File: src/rtl/tsm_pkg.sv
package tsm_pkg;

    // Binary state code; the encoding is visible on the state_o port.
    typedef enum logic [1:0] {
        ST_IDLE  = 2'b00,
        ST_FIXED = 2'b01,
        ST_GATED = 2'b10,
        ST_EXIT  = 2'b11
    } tsm_state_e;

endpackage

File: src/rtl/tsm_timer.sv
module tsm_timer #(
    parameter int CNT_W = 5
) (
    input  logic             clk,
    input  logic             rst,
    input  logic             clear,
    input  logic [CNT_W-1:0] limit,
    output logic [CNT_W-1:0] count,
    output logic             at_limit
);

    typedef struct packed {
        logic [CNT_W-1:0] cnt;
    } tmr_regs_t;

    tmr_regs_t tmr_d, tmr_q;

    assign at_limit = (tmr_q.cnt == limit);
    assign count    = tmr_q.cnt;

    // Clear wins over everything; otherwise count up and stop at the limit.
    always_comb begin
        tmr_d = tmr_q;
        if (clear) begin
            tmr_d.cnt = '0;
        end else if (!at_limit) begin
            tmr_d.cnt = tmr_q.cnt + 1'b1;
        end
    end

    always_ff @(posedge clk) begin
        if (rst) begin
            tmr_q <= '0;
        end else begin
            tmr_q <= tmr_d;
        end
    end

endmodule

File: src/rtl/tsm_next.sv
module tsm_next
    import tsm_pkg::*;
#(
    parameter int CNT_W     = 5,
    parameter int FIXED_LEN = 25,
    parameter int GATED_LEN = 8
) (
    input  tsm_state_e       state_q,
    input  logic             at_limit,
    input  logic             start,
    input  logic             stay,
    output tsm_state_e       state_d,
    output logic [CNT_W-1:0] limit,
    output logic             change
);

    localparam logic [CNT_W-1:0] FIXED_MAX = CNT_W'(FIXED_LEN - 1);
    localparam logic [CNT_W-1:0] GATED_MAX = CNT_W'(GATED_LEN - 1);

    // Terminal count of the current state; the untimed states use 0.
    always_comb begin
        unique case (state_q)
            ST_FIXED: limit = FIXED_MAX;
            ST_GATED: limit = GATED_MAX;
            default:  limit = '0;
        endcase
    end

    always_comb begin
        state_d = state_q;
        unique case (state_q)
            ST_IDLE:  if (start)              state_d = ST_FIXED;
            ST_FIXED: if (at_limit)           state_d = ST_GATED;
            ST_GATED: if (at_limit && !stay)  state_d = ST_EXIT;
            ST_EXIT:                          state_d = ST_IDLE;
            default:                          state_d = ST_IDLE;
        endcase
    end

    assign change = (state_d != state_q);

endmodule

File: src/rtl/tsm_top.sv
module tsm_top
    import tsm_pkg::*;
#(
    parameter int CNT_W     = 5,
    parameter int FIXED_LEN = 25,
    parameter int GATED_LEN = 8
) (
    input  logic             clk,
    input  logic             rst,
    input  logic             start,
    input  logic             stay,
    output logic [1:0]       state_o,
    output logic [CNT_W-1:0] timer_o
);

    typedef struct packed {
        tsm_state_e state;
    } fsm_regs_t;

    fsm_regs_t        fsm_d, fsm_q;
    tsm_state_e       nxt_state;
    logic [CNT_W-1:0] tmr_limit;
    logic             tmr_at_limit;
    logic             st_change;
    logic [CNT_W-1:0] tmr_count;

    tsm_next #(
        .CNT_W    (CNT_W),
        .FIXED_LEN(FIXED_LEN),
        .GATED_LEN(GATED_LEN)
    ) u_next (
        .state_q (fsm_q.state),
        .at_limit(tmr_at_limit),
        .start   (start),
        .stay    (stay),
        .state_d (nxt_state),
        .limit   (tmr_limit),
        .change  (st_change)
    );

    tsm_timer #(
        .CNT_W(CNT_W)
    ) u_timer (
        .clk     (clk),
        .rst     (rst),
        .clear   (st_change),
        .limit   (tmr_limit),
        .count   (tmr_count),
        .at_limit(tmr_at_limit)
    );

    always_comb begin
        fsm_d       = fsm_q;
        fsm_d.state = nxt_state;
    end

    always_ff @(posedge clk) begin
        if (rst) begin
            fsm_q <= '{state: ST_IDLE};
        end else begin
            fsm_q <= fsm_d;
        end
    end

    assign state_o = fsm_q.state;
    assign timer_o = tmr_count;

endmodule

File: config.mk
export PLATFORM = sky130hd
export DESIGN_NAME = tsm_top
export DESIGN_NICKNAME = d
export VERILOG_FILES = /design/src/rtl/tsm_pkg.sv /design/src/rtl/tsm_timer.sv /design/src/rtl/tsm_next.sv /design/src/rtl/tsm_top.sv
export SDC_FILE = /design/constraint.sdc
export NUM_CORES = 1
export LEC_CHECK = 0
export ABC_CLOCK_PERIOD_IN_PS = 4100
export CORE_MARGIN = 8
export CORE_UTILIZATION = 30
export DETAILED_ROUTE_END_ITERATION = 16
export MAX_ROUTING_LAYER = met4
export REMOVE_ABC_BUFFERS = 1
export SLEW_MARGIN = 20
export SYNTH_ARGS = -nofsm -noshare
export SYNTH_HDL_FRONTEND = slang
export SYNTH_SLANG_ARGS = --single-unit
File: constraint.sdc
create_clock -name clk -period 4.1 [get_ports clk]
set_input_delay 0.82 -clock clk [delete_from_list [all_inputs] [get_ports clk]]
set_output_delay 0.82 -clock clk [all_outputs]
set_load 0.01 [all_outputs]
==> impl_metrics.py <==
metrics = {
    "status": {
        "run_status": "finished, final reports clean",
    },
    "clocking": {
        "cts_setup_buffers": 0,
        "clk-insertion-delay-late_ps": 240,
        "cts.sinks": 7,
        "cts_repair_resize_count": 0,
        "cts_tree": "yes",
        "clkTransAtPathRegs_ps": 50,
        "hold_buffers": 0,
        "ctsLongestPathBuffers": 2,
        "numCtsBuffers": 3,
        "cts-root-buf": "clkbuf_4",
        "h-tree-depth": 1,
    },
    "hold_path": {
        "hold_path_class": "register to register",
        "hold_path_startpoint": "u_timer.count[3]",
    },
    "setup_path": {
        "worstSetupEndpoint": "timer_o[3]",
        "r2r.worst_path.cells": 4,
        "crit_family": "buffers and inverters",
        "cp.required_ps": 3280,
        "worst-endpoint-arrival_ps": 1320,
        "slowest_stage_cell_on_the_critical_path": "clkdlybuf4s50_1",
        "crit_path_max_fanout": 9,
        "critical_path_startpoint_category": "register",
        "crit_path_class": "register to primary output",
        "worst_r2r_endpoint": "u_timer.count[1]",
        "critical_path.cell_chain": "clkdlybuf4s50_1",
        "max_stage_delay_ps": 600,
        "timing.critical_path.depth": 1,
        "cp-startpoint": "u_timer.count[3]",
        "worst-path-buf-inv": 1,
        "crit_path_end_kind": "primary output",
        "flop2flop_setup_slack_ps": 2580,
        "r2r_start": "u_timer.count[2]",
    },
    "placed_design": {
        "port-buffer-count": 10,
        "finalWeightedCongestion": 0.872,
        "place_hpwl_um": 751,
        "pre_cts_slack_ps": 1970,
    },
    "finish": {
        "area_growth_from_synthesis_to_final_layout_pct": 36.4,
        "area.sequential_um2": 140,
        "design.final.nets": 68,
        "fillerInstances": 144,
        "layout_commonest_cell": "clkdlybuf4s50_1",
        "insertedDiodeCount": 0,
        "fin_util": 0.429,
        "drive_above_1_share": 0.113,
        "area_used_by_multi_input_combinational_logic_um2": 251,
        "mostFrequentLayoutCells": "10 x clkdlybuf4s50_1, 7 x nor2_1, 7 x dfxtp_1, 4 x a21oi_1, 4 x nor3_1",
    },
    "floorplan": {
        "fp-row-count": 13,
        "die_area_mm2": 0.00275,
        "die_y_um": 52.5,
        "die_w_um": 52.5,
        "core_mm2": 0.00127,
        "i_o_pin_total": 11,
        "floorplan.initialDensity": 0.315,
    },
    "synth": {
        "muxShareOfSynthArea": 0,
        "post_synth_instance_area_um2": 399,
        "post_synth_num_cell_types": 24,
        "yosys_register_bits": 7,
        "post_synth_fa_ha_maj_area_fraction": 0.0313,
        "synth_xor_area_frac": 0.0219,
        "synthesis.yosys.warnings": 0,
        "synth_top_family_by_area": "simple AND/OR/NAND/NOR gates",
        "syn-instance-count": 48,
        "seq_area_frac_synth": 0.351,
        "synth_compound_area_frac": 0.204,
        "syn-mean-instance-area_um2": 8.32,
        "synthSimpleGateAreaFrac": 0.373,
    },
    "timing": {
        "worst_slack_ps": 1960,
        "timing.final.setup_violations": 0,
        "report.final.slew_viol_count": 0,
        "fin_crit_period_ps": 2140,
        "fin_crit_sh": 0.521,
        "timing.fmax_mhz": 468,
        "setup-tns-final_ps": 0,
        "final_hold_viol_count": 0,
        "worst_pin_slew_ps": 279,
        "rsz0062_at_grt": "false",
        "clock-skew-final_ps": 6.62,
        "hold_slack_ps": 577,
        "slew_headroom": 0.814,
    },
    "drt": {
        "antenna_violating_nets_post_route": 0,
        "drt_drc_violations_left": 0,
        "detail_route.wirelength_um": 934,
        "viasPerCell": 5.31,
        "routed_len_inst_um": 12.1,
        "via_count": 409,
        "drt_pass1_iterations": 3,
        "drt_first_iter_violations": 3,
    },
    "power_and_ir_drop": {
        "worst_ir_drop_vdd_v": 0.000131,
        "leakagePower_uw": 0.000180,
        "p_per_area_mw_per_mm2": 278,
        "finalPower_uw": 151,
    },
    "global_routing": {
        "antenna_found_initial": 0,
        "pin_count_of_the_biggest_net_entering_global_routing": 10,
        "grt.total_usage": 0.0748,
        "grt_pass1_vias": 384,
        "grt_first_pass_wirelength_um": 1570,
        "grt_overflow_total": 0,
    },
    "flow_run": {
        "max-cap-violations": 0,
    },
}
report_power, final:
group,leakage [uW],internal [uW],switching [uW]
Sequential,0.0000567,69.7,2.62
Combinational,0.000109,10.4,9.13
Clock,0.0000150,37.0,22.4
cells by family (layout without fill, tap and decap cells):
family | Yosys count | count (layout)
AND/OR/NAND/NOR | 26 | 26
AO/OA/AOI/OAI | 11 | 11
flip-flops | 7 | 7
buffers and inverters | 2 | 16
adder cells (fa/ha/maj) | 1 | 1
XOR/XNOR | 1 | 1
through the flow:
step / cells / cell area (um2)
global placement: 73 / 518
CTS: 77 / 544
detailed placement: 73 / 518
finish: 77 / 544
floorplan: 48 / 399
global route: 77 / 544
flip-flops by register name, indices dropped and copies added, names as in the netlist:
register	cells
u_timer.count	5
state_o	2
worst min path at each step:
stage / to / slack (ps) / cells past startpoint
6_report: u_timer.count[3] / 580 / 2
5_1_grt: u_timer.count[3] / 620 / 2
4_1_cts: u_timer.count[3] / 580 / 2
3_5_place_dp: u_timer.count[3] / 570 / 2
3_3_place_gp: u_timer.count[0] / 580 / 1
2_1_floorplan: u_timer.count[3] / 560 / 2
cell type report:
cell class | count | area share
tap | 15 | 0.0345
sequential | 7 | 0.257
multi-input combinational | 39 | 0.462
timing repair buffer | 10 | 0.184
inverter | 2 | 0.0138
clock buffer | 4 | 0.0483
synth_stat cells, drive strengths merged:
library cell | n | area share
dfxtp | 7 | 0.35
nor2 | 7 | 0.066
a21oi | 5 | 0.072
nor3 | 4 | 0.050
inv | 2 | 0.019
nand2 | 2 | 0.019
nand2b | 2 | 0.031
nand3 | 2 | 0.025
o21ai | 2 | 0.025
or3 | 2 | 0.031
a221oi | 1 | 0.022
and4b | 1 | 0.028
ha | 1 | 0.031
nand3b | 1 | 0.019
nand4 | 1 | 0.016
nor2b | 1 | 0.016
nor3b | 1 | 0.019
o211ai | 1 | 0.019
o221ai | 1 | 0.038
o41a | 1 | 0.028
or4 | 1 | 0.019
or4b | 1 | 0.034
xor2 | 1 | 0.022
metal layers:
metal | up-vias | GRT usage | share of wire
met5 | - | - | 0
met4 | 0 | 0.0129 | 0
met3 | 0 | 0.0398 | 0.048
met2 | 6 | 0.115 | 0.46
met1 | 192 | 0.0852 | 0.49
li1 | 211 | - | -
Note: power is estimated with default switching activity, not from simulation.
